==> config.mk <==
export PLATFORM = sky130hd
export DESIGN_NAME = sbp_bridge
export DESIGN_NICKNAME = d
export VERILOG_FILES = /design/src/rtl/sbp_pkg.sv /design/src/rtl/sbp_fifo.sv /design/src/rtl/sbp_assembler.sv /design/src/rtl/sbp_packer.sv /design/src/rtl/sbp_bridge.sv
export SDC_FILE = /design/constraint.sdc
export NUM_CORES = 1
export LEC_CHECK = 0
export BUFFER_PORTS_ARGS = -buffer_cell sky130_fd_sc_hd__clkbuf_2
export CAP_MARGIN = 20
export CORE_MARGIN = 5
export CORE_UTILIZATION = 45
export DETAILED_ROUTE_END_ITERATION = 7
export PLACE_DENSITY_LB_ADDON = 0.25
export RECOVER_POWER = 25
export SLEW_MARGIN = 15
export SYNTH_ARGS = -nofsm -noshare
export SYNTH_HDL_FRONTEND = slang
export SYNTH_SLANG_ARGS = --single-unit
==> constraint.sdc <==
create_clock -name clk -period 8.8 [get_ports clk]
set_clock_uncertainty 0.15 [all_clocks]
set_input_delay 1.76 -clock clk [delete_from_list [all_inputs] [get_ports clk]]
set_output_delay 1.76 -clock clk [all_outputs]
set_load 0.005 [all_outputs]
==> src/rtl/sbp_pkg.sv <==
// Package: shared geometry of a sideband packet transfer.
// Assumes a fixed layout of one header beat followed by subpackets,
// each subpacket split over a fixed number of stream beats.
package sbp_pkg;
    localparam int DATA_W        = 32;
    localparam int SUBPKTS       = 4;
    localparam int BEATS_PER_SUB = 2;
    localparam int SUB_W         = DATA_W * BEATS_PER_SUB;
    localparam int BEATS         = 1 + SUBPKTS * BEATS_PER_SUB;
    localparam int CNT_W         = $clog2(BEATS);

    typedef enum logic [1:0] {
        ST_COLLECT = 2'd0,
        ST_DRAIN   = 2'd1,
        ST_HOLD    = 2'd2
    } asm_state_t;
endpackage

==> src/rtl/sbp_fifo.sv <==
// Module: sbp_fifo
// Synchronous first-word-fall-through FIFO. The head entry is visible on
// rd_data while empty is low; rd_en pops it.
// Assumes DEPTH is a power of two, and that the user never writes when
// full or reads when empty (both are also gated here).
module sbp_fifo #(
    parameter int WIDTH = 33,
    parameter int DEPTH = 16
) (
    input  logic             clk,
    input  logic             rst_n,
    input  logic             wr_en,
    input  logic [WIDTH-1:0] wr_data,
    output logic             full,
    input  logic             rd_en,
    output logic [WIDTH-1:0] rd_data,
    output logic             empty
);
    localparam int AW = $clog2(DEPTH);

    logic [WIDTH-1:0] mem [DEPTH];
    logic [AW:0]      wr_ptr;
    logic [AW:0]      rd_ptr;
    logic             do_wr;
    logic             do_rd;

    // Gate requests against the buffer state.
    always_comb begin
        do_wr = wr_en && !full;
        do_rd = rd_en && !empty;
    end

    // Flag decode from the wrap-extended pointers.
    always_comb begin
        empty = (wr_ptr == rd_ptr);
        full  = (wr_ptr[AW] != rd_ptr[AW]) && (wr_ptr[AW-1:0] == rd_ptr[AW-1:0]);
    end

    // Pointer advance.
    always_ff @(posedge clk) begin
        if (!rst_n) begin
            wr_ptr <= '0;
            rd_ptr <= '0;
        end else begin
            if (do_wr) wr_ptr <= wr_ptr + 1'b1;
            if (do_rd) rd_ptr <= rd_ptr + 1'b1;
        end
    end

    // Storage write; contents need no reset.
    always_ff @(posedge clk) begin
        if (do_wr) mem[wr_ptr[AW-1:0]] <= wr_data;
    end

    // Head of queue is always presented.
    assign rd_data = mem[rd_ptr[AW-1:0]];
endmodule

==> src/rtl/sbp_assembler.sv <==
// Module: sbp_assembler
// Pulls beats from the FIFO head and collects one transfer into a word
// buffer. It checks that tlast falls exactly on the final beat, and holds
// a finished packet until it is accepted.
// Assumes beats are presented first-word-fall-through (avail/data/last).
module sbp_assembler
    import sbp_pkg::*;
(
    input  logic                    clk,
    input  logic                    rst_n,
    input  logic                    beat_avail,
    input  logic [DATA_W-1:0]       beat_data,
    input  logic                    beat_last,
    output logic                    beat_take,
    output logic                    pkt_valid,
    input  logic                    pkt_ready,
    output logic                    frame_err,
    output logic [BEATS*DATA_W-1:0] words
);
    localparam logic [CNT_W-1:0] LAST_IDX = CNT_W'(BEATS - 1);

    asm_state_t       state;
    logic [CNT_W-1:0] cnt;
    logic             store;

    // Pop whenever a beat waits and no packet is pending.
    always_comb begin
        beat_take = beat_avail && (state != ST_HOLD);
        store     = beat_take && (state == ST_COLLECT);
        pkt_valid = (state == ST_HOLD);
    end

    // Framing state machine, beat counter and error pulse.
    always_ff @(posedge clk) begin
        if (!rst_n) begin
            state     <= ST_COLLECT;
            cnt       <= '0;
            frame_err <= 1'b0;
        end else begin
            frame_err <= 1'b0;
            unique case (state)
                ST_HOLD: begin
                    if (pkt_ready) state <= ST_COLLECT;
                end
                ST_DRAIN: begin
                    if (beat_take && beat_last) state <= ST_COLLECT;
                end
                default: begin
                    if (beat_take) begin
                        if (beat_last) begin
                            cnt <= '0;
                            if (cnt == LAST_IDX) state <= ST_HOLD;
                            else                 frame_err <= 1'b1;
                        end else if (cnt == LAST_IDX) begin
                            cnt       <= '0;
                            frame_err <= 1'b1;
                            state     <= ST_DRAIN;
                        end else begin
                            cnt <= cnt + 1'b1;
                        end
                    end
                end
            endcase
        end
    end

    // One capture register per beat slot.
    for (genvar i = 0; i < BEATS; i++) begin : g_slot
        // Capture the beat whose position matches this slot.
        always_ff @(posedge clk) begin
            if (store && (cnt == CNT_W'(i)))
                words[i*DATA_W +: DATA_W] <= beat_data;
        end
    end
endmodule

==> src/rtl/sbp_packer.sv <==
// Module: sbp_packer
// Pure wiring: maps the collected beat words onto the header and the
// subpacket fields, the earlier beat of each subpacket in the low half.
// Assumes words holds beat 0 in the lowest DATA_W bits.
module sbp_packer
    import sbp_pkg::*;
(
    input  logic [BEATS*DATA_W-1:0]  words,
    output logic [DATA_W-1:0]        header,
    output logic [SUBPKTS*SUB_W-1:0] subs
);
    assign header = words[DATA_W-1:0];

    for (genvar k = 0; k < SUBPKTS; k++) begin : g_sub
        for (genvar j = 0; j < BEATS_PER_SUB; j++) begin : g_half
            assign subs[k*SUB_W + j*DATA_W +: DATA_W] =
                words[(1 + k*BEATS_PER_SUB + j)*DATA_W +: DATA_W];
        end
    end
endmodule

==> src/rtl/sbp_bridge.sv <==
// Module: sbp_bridge (top)
// Stream slave -> FIFO -> packet assembler -> valid/ready packet output.
// Assumes the source holds data and tvalid stable while tready is low.
module sbp_bridge
    import sbp_pkg::*;
#(
    parameter int DEPTH = 16
) (
    input  logic        clk,
    input  logic        rst_n,
    input  logic [31:0] s_tdata,
    input  logic        s_tvalid,
    input  logic        s_tlast,
    output logic        s_tready,
    output logic        pkt_valid,
    input  logic        pkt_ready,
    output logic [31:0] pkt_header,
    output logic [63:0] pkt_sub0,
    output logic [63:0] pkt_sub1,
    output logic [63:0] pkt_sub2,
    output logic [63:0] pkt_sub3,
    output logic        frame_err
);
    localparam int FW = DATA_W + 1;

    logic                     fifo_full;
    logic                     fifo_empty;
    logic [FW-1:0]            head;
    logic                     beat_take;
    logic [BEATS*DATA_W-1:0]  words;
    logic [SUBPKTS*SUB_W-1:0] subs;

    // Ready whenever the buffer has space.
    assign s_tready = !fifo_full;

    sbp_fifo #(.WIDTH(FW), .DEPTH(DEPTH)) fifo_i (
        .clk     (clk),
        .rst_n   (rst_n),
        .wr_en   (s_tvalid),
        .wr_data ({s_tlast, s_tdata}),
        .full    (fifo_full),
        .rd_en   (beat_take),
        .rd_data (head),
        .empty   (fifo_empty)
    );

    sbp_assembler asm_i (
        .clk        (clk),
        .rst_n      (rst_n),
        .beat_avail (!fifo_empty),
        .beat_data  (head[DATA_W-1:0]),
        .beat_last  (head[DATA_W]),
        .beat_take  (beat_take),
        .pkt_valid  (pkt_valid),
        .pkt_ready  (pkt_ready),
        .frame_err  (frame_err),
        .words      (words)
    );

    sbp_packer pack_i (
        .words  (words),
        .header (pkt_header),
        .subs   (subs)
    );

    assign pkt_sub0 = subs[0*SUB_W +: SUB_W];
    assign pkt_sub1 = subs[1*SUB_W +: SUB_W];
    assign pkt_sub2 = subs[2*SUB_W +: SUB_W];
    assign pkt_sub3 = subs[3*SUB_W +: SUB_W];
endmodule

==> summary.md, run 1 <==
| Metric | Value |
|---|---|
| Total routing resource utilization after global routing | 0.176 |
| Total Power | 9840 uW |
| Power per Cell Area | 280 mW/mm^2 |
| Sink count of the clock tree | approximately 840 |
| # Max-Cap Violations | 0 |
| Static leakage power | 0.0115 uW |
| Tightest Hold Check Type | reg2reg |
| Setup fix buffers added after clock tree synthesis | 0 |
| Setup total negative slack | 0 ns |
| First-pass iteration count of the detailed router | 5 |
| Setup violation total in the final timing report | 0 |
| Clock Root Buffer | clkbuf_16 |
| Layout Utilization | 0.535 |
| Endpoints failing hold | 0 |
| Outcome | complete, no violations |
| Synth Cell Area | slightly below 0.03 sq mm |
| Post-route antenna net violation count | 0 |
| Area of the core | 0.0656 sq mm |
| Congestion Overflow GR | 0 |
| Total via count in the routed design | 13400 |
| Height of the die | about 270 um |
| Fraction of final layout cells sized beyond drive strength 1 | 0.382 |
| Cell count after synthesis | 1190 |
| TritonCTS clock tree | yes |
| Element type at the critical path start | register |
| Vias in the first global route | 13700 |
| Data arrival time of the critical path | 2.01 ns |
| Final Routed Wirelength | 63400 um |
| Number of buffer cells added on primary ports | 327 |
| Number of CTS-inserted buffers | between 70 and 80 |
| Final Max Slew Viols | 0 |
| Starting Density | 0.453 |
| Resize count post-CTS | 0 |
| Clk buf depth | 3 |
| Max IR drop VDD | 0.222 mV |
| Vias per cell | 5.36 |
| Critical path fanouts, max | 9 |
| Unique cell type count in the Yosys netlist | 43 |
| Number of enable flip-flop cells after synthesis | 816 |
| Worst reg-to-reg setup slack | 5.25 ns |
| Worst-case headroom to the max-slew limit | 0.280 |
| Critical path start-end classification | reg2out |
| Setup repair after global routing missed its margin | no |
| CTS HTree Levels | 3 |
| Async S/R FF share, synth | 0 |
| Hold Path Origin | fifo_i.rd_ptr[1] |
| Length in cells of the worst reg-to-reg path | 3 |
| Placed Cells | 2351 |
| Die extent in x | 267 um |
| Time the final worst path needs with I/O delays and setup | approximately 3.9 ns |
| Most frequent cells in the layout | edfxtp_1, clkbuf_2, mux4_2 |
| NumNets Final | around 1600 |
| Maximum number of pins on one net before global-route repair | 85 |
| Net Count, Synth | 1239 |
| DRC viols | 0 |
| Synth Register Bits | 837 |
| Post-DP HPWL | between 30000 and 40000 um |
| Routed len/inst | 25.3 um |
| Cell row count | 94 |
| Initial drt markers | 1200 |
| Slew at the pin with the worst max-slew slack | 1.08 ns |
| Primary FF master, synth | edfxtp_1 |
| Post-Route Hold Slack | around 0.37 ns |
| Worst EP required | 6.89 ns |
| RePlAce Congestion | approximately 0.73 |
| Fin cells | 2502 |
| First-pass GRT wire length | 92300 um |
| Number of cells on the worst hold path | 2 |
| Later-pin clock latency in the skew report | 0.61 ns |
| Die Footprint | 0.0714 sq mm |
| Avg Synthesized Cell Area | 25.0 sq um |
| Seq/Total Area, Yosys | 0.837 |
| Hold buffer count at cts | 0 |
| Leading cell type in the layout, fill and taps excluded | edfxtp_1 |
| IO Count | 328 |
| Endpoint of the lowest-slack register-to-register path | asm_i.words[13] |
| Critical Path End Type | output port |
| Warning count from the yosys run | 0 |
| Peak clock frequency supported by timing | 0.255 GHz |
| Portion of the clock cycle consumed by the worst path in the final layout | 0.445 |
| Clock transition at path regs | 0.06 ns |
| Antenna violations before repair | 13 |
| Area grow syn2layout | 17.9% |
## worst max path at each step
stage                                start                end  slack [ns]
final                     fifo_i.wr_ptr[2]           s_tready        4.88
after global routing      fifo_i.wr_ptr[2]           s_tready        4.74
after detailed placement          s_tvalid  fifo_i.mem[2][13]        4.75
after global placement            s_tvalid  fifo_i.mem[0][19]        4.79
after floorplan           fifo_i.wr_ptr[2]    asm_i.words[32]        3.92
after CTS                 fifo_i.wr_ptr[2]           s_tready        4.85
## cell type report
| cell class | count | area, sq um |
|---|---|---|
| tap | 864 | 1080 |
| clock buffer | 94 | 2080 |
| timing repair buffer | 344 | 1800 |
| clock inverter | 52 | 475 |
| antenna | 4 | 10.0 |
| fill | 4990 | 30500 |
| multi-input combinational | 295 | 4680 |
| sequential | 837 | 24900 |
| inverter | 12 | 45.0 |
## flip-flops by register name, indices dropped and copies added, names as in the netlist, named ones only
register,flops
asm_i.words,288
fifo_i.mem,528
asm_i.state,2
asm_i.frame_err,1
asm_i.cnt,4
fifo_i.wr_ptr,5
fifo_i.rd_ptr,5
## worst max-delay path, cell delays in order (launching register included)
cell and delay, ns:
dfxtp_1 0.53, xnor2_1 0.18, and4_1 0.41, nand2_1 0.12
clkbuf_2 0.16
## cell usage after synthesis, types with 2 or more instances
cell       count  area, sq um
clkbuf_1      21         78.8
nor3_1         8         40.0
nand3_1        7         35.0
xor2_1         2         17.5
edfxtp_1     816        24500
a211oi_1       3         22.5
mux4_2       164         3690
a2111oi_0      2         17.5
buf_1          9         33.8
ha_1          12          150
a21oi_1        5         25.0
nor2b_1        3         18.8
nor4_1         3         18.8
xnor2_1       12          105
dfxtp_1       21          420
inv_1         12         45.0
buf_2         15         75.1
nor2_1        15         56.3
nand2b_1       3         18.8
and3_1        15         93.8
nor4b_1        2         17.5
nand2_1       14         52.6
o211ai_1       2         15.0
mux2i_1        5         50.1
## per-layer routing
| layer | wire (um) | up-vias | GRT usage | share of wire |
|---|---|---|---|---|
| li1 | - | 5795 | - | - |
| met1 | 25800 | 7044 | 0.237 | 0.41 |
| met2 | 31600 | 468 | 0.294 | 0.50 |
| met3 | 4770 | 92 | 0.0401 | 0.075 |
| met4 | 1210 | 10 | 0.0451 | 0.019 |
| met5 | 64 | - | 0 | 0.0010 |
## power by group
part | leakage (uW) | switching, uW | internal [uW]
Combinational | 0.00264 | 865 | 673
Clock | 0.00126 | 1400 | 1900
Sequential | 0.00756 | 171 | 4820
## cell families (layout without fill, tap and decap cells)
logic type               Yosys count  after routing  share of synthesized area
adder cells (fa/ha/maj)           12             12                    0.00504
AND/OR/NAND/NOR                   79             79                     0.0141
other                              0              4                          0
XOR/XNOR                          14             14                    0.00412
buffers and inverters             58            502                    0.00807
multiplexers                     170            170                      0.126
flip-flops                       837            837                      0.837
AO/OA/AOI/OAI                     20             20                    0.00492
## metrics by stage
stage | instance area [sq um] | setup WS (ns)
after global placement | 32500 | 4.79
after CTS | 35100 | 4.85
after global routing | 35100 | 4.74
final | 35100 | 4.88
after detailed placement | 32500 | 4.75
after floorplan | 29800 | 3.92
No activity file was read; power rests on OpenSTA's default activity.
==> run 2, diff against run 1 <==
ABC_AREA = 1   (was not set)
clock period = 3.9 ns   (was 8.8 ns; I/O delays follow)
==> summary.md, run 2 <==
| Metric | Value |
|---|---|
| Vias in the first global route | 17400 (+27%) |
| Worst reg-to-reg setup slack | 0.95 ns (-4.30 ns) |
| Dominant delay contributor by cell family on the critical path | buffers and inverters |
| TritonCTS clock tree | yes |
| Seq/Total Area, Yosys | 0.823 (-0.0146) |
| DRC viols | 0 (unchanged) |
| Vias per cell | 5.66 (+5.5%) |
| IO Count | 328 (unchanged) |
| CTS HTree Levels | 3 (unchanged) |
| Setup total negative slack | 0 ns (unchanged) |
| Later-pin clock latency in the skew report | 0.61 ns (about the same) |
| Setup fix buffers added after clock tree synthesis | 0 (unchanged) |
| Critical Path End Type | register |
| Tightest Hold Check Type | reg2reg |
| Worst-case headroom to the max-slew limit | 0.354 (+0.0739) |
| Initial drt markers | 1853 (+54%) |
| Avg Synthesized Cell Area | 16.1 sq um (-36%) |
| Worst path max stage delay | 0.42 ns (-0.11 ns) |
| Starting Density | 0.453 (-0.000850) |
| Layout Utilization | 0.534 (-0.000941) |
| Max IR drop VDD | 0.632 mV (+190%) |
| Static leakage power | 0.0120 uW (+5.2%) |
| Data arrival time of the critical path | 3.16 ns (+1.15 ns) |
| Setup violation total in the final timing report | 0 (unchanged) |
| Setup repair after global routing missed its margin | no |
| Congestion Overflow GR | 0 (unchanged) |
| First-pass iteration count of the detailed router | 5 (unchanged) |
| Worst EP required | 4.11 ns (-2.78 ns) |
| Resize count post-CTS | 0 (unchanged) |
| Largest register FFs | 528 (unchanged) |
| Max stage delay cell, worst path | nand2_1 |
| Total via count in the routed design | 17900 (+33%) |
| Clk buf depth | 3 (unchanged) |
| Unique cell type count in the Yosys netlist | 35 (-19%) |
| Synth Register Bits | 837 (unchanged) |
| Top cells by instance count after synthesis | edfxtp_1, nor2_1, o21ai_0, o221ai_1, nand2_1 |
| Die Footprint | 0.0726 sq mm (+1.7%) |
| Sink count of the clock tree | 837 (unchanged) |
| Count leader, synth | edfxtp_1 |
| Time the final worst path needs with I/O delays and setup | ~3 ns |
| Peak clock frequency supported by timing | 0.339 GHz |
| Critical path start-end classification | reg2reg |
| Die extent in x | 269 um (+0.85%) |
| Antenna violations before repair | 4 (-9) |
| Area grow syn2layout | 17.9% (about the same) |
| Hold buffer count at cts | 0 (unchanged) |
| Portion of the clock cycle consumed by the worst path in the final layout | 0.757 |
| Crit path cell chain | inv_2 > buf_12 > buf_4 > o21ai_0 > o221ai_1 > nand3_1 > nand2_1 |
| Number of CTS-inserted buffers | 81 (+2.5%) |
| Final Routed Wirelength | 77000 um (+21%) |
| Async S/R FF share, synth | 0 (unchanged) |
| Leading cell type in the layout, fill and taps excluded | edfxtp_1 |
| RePlAce Congestion | 0.767 (+5.3%) |
| Net Count, Synth | 1936 (+56%) |
| Endpoints failing hold | 0 (unchanged) |
| Largest area contributor in the netlist | edfxtp_1 |
| Element type at the critical path start | register |
| Maximum number of pins on one net before global-route repair | 162 (+91%) |
| Clock Root Buffer | clkbuf_16 |
| Most area-consuming cells after synthesis | edfxtp_1, o21ai_0, nor2_1 |
| # Max-Cap Violations | 0 (unchanged) |
| Post-DP HPWL | 45800 um (+19%) |
| Total routing resource utilization after global routing | 0.204 (+0.0286) |
| NumNets Final | 2280 (+41%) |
| Cell row count | 95 (+1.1%) |
| Power per Cell Area | 676 mW/mm^2 (+140%) |
| Number of enable flip-flop cells after synthesis | 816 (unchanged) |
| Outcome | complete, no violations |
| Share of the synthesized area in the top cell type | 0.809 (-0.0144) |
| Critical path fanouts, max | 34 (+25) |
| Synth Cell Area | 0.0303 sq mm (+1.8%) |
| Clock transition at path regs | 0.06 ns (about the same) |
| Most frequent cells in the layout | edfxtp_1, clkbuf_2, nor2_1 |
| First-pass GRT wire length | 113000 um (+23%) |
| Slew at the pin with the worst max-slew slack | 0.969 ns (-0.111 ns) |
| Number of buffer cells added on primary ports | 327 (unchanged) |
| Fin cells | 3164 (+26%) |
| Fraction of final layout cells sized beyond drive strength 1 | 0.217 (-0.164) |
| Post-route antenna net violation count | 0 (unchanged) |
| Cell count after synthesis | 1887 (+59%) |
| Area of the core | 0.0669 sq mm (+2.0%) |
| Placed Cells | 3021 (+28%) |
| Final Max Slew Viols | 0 (unchanged) |
| Number of buffers and inverters on the critical path | 3 (+2) |
| Primary FF master, synth | edfxtp_1 |
| Height of the die | 269 um (+0.85%) |
| Routed len/inst | 24.3 um (-4.0%) |
| Warning count from the yosys run | 0 (unchanged) |
==> run 2: changes by cell type after synthesis, sizes merged, moves of 8 or more <==
cell,delta
inv,+30
xnor2,-11
mux4,-164
nand2,+73
o211ai,+28
nand3,+46
buf,+18
o21ai,+267
o221ai,+98
o22ai,+29
and3,-15
clkbuf,+46
nor2,+268
a21oi,+8
==> run 2: per-stage QoR <==
| step | instance area (sq um) | worst slack, ns | hold WS (ns) | power [uW] |
|---|---|---|---|---|
| floorplan | 30300 | 0.0569 | 0.292 | 14500 |
| global placement | 33100 | 1.04 | 0.309 | 16500 |
| detailed placement | 33100 | 0.962 | 0.313 | 16700 |
| CTS | 35800 | 0.981 | 0.322 | 24300 |
| global route | 35700 | 0.807 | 0.357 | 25200 |
| finish | 35700 | 0.949 | 0.330 | 24100 |
==> run 2: power by group <==
group | switching, uW | internal (uW)
registers | 211 | 11200
logic | 3840 | 1220
clock network | 3230 | 4470
total | 7270 | 16900
==> run 2: final timing paths <==
check | startpoint | end | cells after the start
max reg2reg | register | asm_i.words[68] | 7
min reg2reg | fifo_i.wr_ptr[4] | fifo_i.wr_ptr[4] | 1
max | register | asm_i.words[68] | 7
min | fifo_i.wr_ptr[4] | fifo_i.wr_ptr[4] | 1
==> run 2: worst reg2reg max path: cells and delay by family, from the launching register on <==
kind / cells / cell delay, ns
buffers and inverters: 3 / 1.09
flip-flops: 1 / 0.35
AND/OR/NAND/NOR: 2 / 0.61
AO/OA/AOI/OAI: 2 / 0.50
==> run 2: kinds of logic (layout without fill, tap and decap cells) <==
| logic type | after synthesis | count (layout) | share of synthesized area |
|---|---|---|---|
| adder cells (fa/ha/maj) | 12 | 12 | 0.00496 |
| other | 0 | 1 | 0 |
| AO/OA/AOI/OAI | 441 | 441 | 0.0893 |
| buffers and inverters | 152 | 555 | 0.0223 |
| AND/OR/NAND/NOR | 440 | 440 | 0.0592 |
| XOR/XNOR | 5 | 5 | 0.00145 |
| flip-flops | 837 | 837 | 0.823 |
==> run 2: area by class of cell <==
class,instances,area (sq um)
Antenna cell,1,2.50
Clock buffer,101,2150
Clock inverter,41,462
Fill cell,5381,31200
Inverter,42,163
Multi-Input combinational cell,898,4860
Sequential cell,837,24900
Tap cell,873,1090
Timing Repair Buffer,371,2050
==> run 2: routing by layer <==
metal / vias to the layer above / share of wire / global-route usage
li1: 7893 / - / -
met5: - / 0 / 0
met2: 843 / 0.48 / 0.331
met1: 9055 / 0.41 / 0.284
met3: 106 / 0.084 / 0.0476
met4: 0 / 0.020 / 0.0512
==> run 3, diff against run 2 <==
clock period = 2.7 ns   (was 3.9 ns; I/O delays follow)
==> summary.md, run 3 (synthesized netlist as in run 2, its figures left out) <==
| Metric | Value |
|---|---|
| Starting Density | 0.453 (unchanged) |
| NumNets Final | 2305 (+1.1%) |
| Routed len/inst | 22.9 um (-6.0%) |
| Number of buffer cells added on primary ports | 327 (unchanged) |
| Outcome | complete, no violations |
| Fraction of final layout cells sized beyond drive strength 1 | 0.225 (+0.00763) |
| Hold Path Origin | s_tvalid |
| Length in cells of the worst reg-to-reg path | 13 (+6) |
| Max IR drop VDD | 0.646 mV (+2.2%) |
| Total routing resource utilization after global routing | 0.196 (-0.00861) |
| Fraction of met3 tracks used by global routing | 0.0349 (-0.0126) |
| Peak clock frequency supported by timing | 0.423 GHz (+25%) |
| CTS HTree Levels | 3 (unchanged) |
| Worst reg-to-reg setup slack | 0.34 ns (-0.61 ns) |
| Met2 layer usage reported by global route | 0.325 (-0.00542) |
| Total Power | 34700 uW (+44%) |
| Critical path start-end classification | reg2reg |
| Clock transition at path regs | 0.06 ns (about the same) |
| Critical Path End Type | register |
| First-pass iteration count of the detailed router | 5 (unchanged) |
| Part of the power in registers | 0.473 (about the same) |
| Leading cell type in the layout, fill and taps excluded | edfxtp_1 |
| Congestion Overflow GR | 0 (unchanged) |
| Setup fix buffers added after clock tree synthesis | 0 (unchanged) |
| Vias per cell | 5.51 (-2.6%) |
| Endpoints failing hold | 0 (unchanged) |
| Worst EP required | 3.04 ns (-1.07 ns) |
| Critical path fanouts, max | 47 (+38%) |
| Non-Filler Cell Area, Final | 0.0362 sq mm (+1.4%) |
| Net Switching | 10200 uW (+41%) |
| # Max-Cap Violations | 0 (unchanged) |
| Time the final worst path needs with I/O delays and setup | 2.36 ns (-0.587 ns) |
| Final Routed Wirelength | 73100 um (-5.1%) |
| Slew at the pin with the worst max-slew slack | 0.800 ns (-0.169 ns) |
| Clk buf depth | 3 (unchanged) |
| Post-route setup slack | 0.336 ns (-0.613 ns) |
| Clock power share | 0.310 (-0.009) |
| Maximum number of pins on one net before global-route repair | 95 (-41%) |
| RePlAce Congestion | 0.782 (+1.9%) |
| Static leakage power | 0.0122 uW (+1.6%) |
| Post-Route Hold Slack | 0.178 ns (-0.152 ns) |
| Post-route antenna net violation count | 0 (unchanged) |
| Total via count in the routed design | 17600 (-1.7%) |
| IO Count | 328 (unchanged) |
| Portion of the clock cycle consumed by the worst path in the final layout | 0.875 (+0.119) |
| Die Footprint | 0.0726 sq mm (unchanged) |
| Height of the die | 269 um (unchanged) |
| Sink count of the clock tree | 837 (unchanged) |
| Element type at the critical path start | register |
| Vias in the first global route | 17600 (+1.4%) |
| GR peak layer | met2 |
| Final Max Slew Viols | 0 (unchanged) |
| Tightest Hold Check Type | in2reg |
| Largest register FFs | 528 (unchanged) |
| TritonCTS clock tree | yes |
| Resize count post-CTS | 0 (unchanged) |
| Power per Cell Area | 959 mW/mm^2 (+42%) |
| Hold buffer count at cts | 0 (unchanged) |
| Setup repair after global routing missed its margin | no |
| Initial drt markers | 1648 (-11%) |
| Later-pin clock latency in the skew report | 0.62 ns (about the same) |
| First-pass GRT wire length | 110000 um (-2.9%) |
| Post-Place Worst Slack | 0.391 ns (-0.571 ns) |
| DRC viols | 0 (unchanged) |
| Layout Utilization | 0.541 (+0.00755) |
| Number of cells on the worst hold path | 3 (+2) |
| Endpoint of the lowest-slack register-to-register path | asm_i.state[0] |
| Switch share | 0.294 (-0.00692) |
| Endpoint, Worst Hold | fifo_i.wr_ptr[0] |
| Fill cell instance count of the final layout | 5368 (-0.24%) |
| Cell row count | 95 (unchanged) |
| Number of CTS-inserted buffers | 81 (unchanged) |
| Setup violation total in the final timing report | 0 (unchanged) |
| Combinational power share | 0.217 (+0.008) |
| Most frequent cells in the layout | edfxtp_1, clkbuf_2, nor2_1 |
| Post-DP HPWL | 42600 um (-6.8%) |
| Area grow syn2layout | 19.6% |
| Antenna violations before repair | 3 (-1) |
| Die extent in x | 269 um (unchanged) |
| Data arrival time of the critical path | 2.70 ns (-0.46 ns) |
| Post-detailed-placement cell area | 0.0337 sq mm (+1.8%) |
| Area of the core | 0.0669 sq mm (unchanged) |
| Clock Root Buffer | clkbuf_16 |
| Internal portion of total power | 24500 uW (+45%) |
| Global Route met1 Usage | 0.268 (-0.0162) |
| Worst-case headroom to the max-slew limit | 0.467 (+0.113) |
## run 3: layout make-up
class / instances / area (sq um) / area share
Inverter: 42 / 163 / 0.00449
Clock buffer: 99 / 2160 / 0.0596
Clock inverter: 47 / 373 / 0.0103
Antenna cell: 2 / 5.00 / 0.000138
Multi-Input combinational cell: 898 / 4910 / 0.135
Timing Repair Buffer: 396 / 2590 / 0.0715
Sequential cell: 837 / 24900 / 0.688
Tap cell: 873 / 1090 / 0.0302
## run 3: how the worst max path moves through the flow
stage / slack [ns] / start / endpoint
after floorplan: -0.27 / asm_i.state[0] / asm_i.words[160]
after global placement: 0.41 / register / asm_i.state[1]
after detailed placement: 0.39 / fifo_i.wr_ptr[2] / asm_i.words[160]
after CTS: 0.35 / fifo_i.wr_ptr[0] / s_tready
after global routing: 0.13 / register / asm_i.state[1]
final: 0.34 / register / asm_i.state[0]
## run 3: metrics by stage
step                TNS, ns  cells
floorplan           -200.83   1887
global placement          0   3046
detailed placement        0   3046
CTS                       0   3192
global route              0   3194
finish                    0   3194
## run 3: layer usage
layer	wire, um	up-vias
li1	-	7946
met1	30300	8865
met2	36100	675
met3	5080	112
met4	1630	0
met5	0	-
## run 3: power groups by stage
stage                     Combinational (uW)  Clock (uW)  Sequential, uW
after floorplan                         4290           0           16700
after global placement                  7390           0           16700
after detailed placement                7590           0           16700
after CTS                               7610       11000           16400
after global routing                    8300       11500           16500
final                                   7530       10800           16400
## run 3: worst max-delay path, stage by stage, from the launching register on
cell	delay (ns)
dfxtp_4	0.41
inv_6	0.32
buf_4	0.38
nand2_1	0.08
nand2_1	0.07
nand2_1	0.05
nand3_1	0.08
nand3_1	0.07
nand2_1	0.19
nand2_1	0.08
nand2_1	0.12
nand3_1	0.09
nand2_1	0.06
nor2_1	0.04
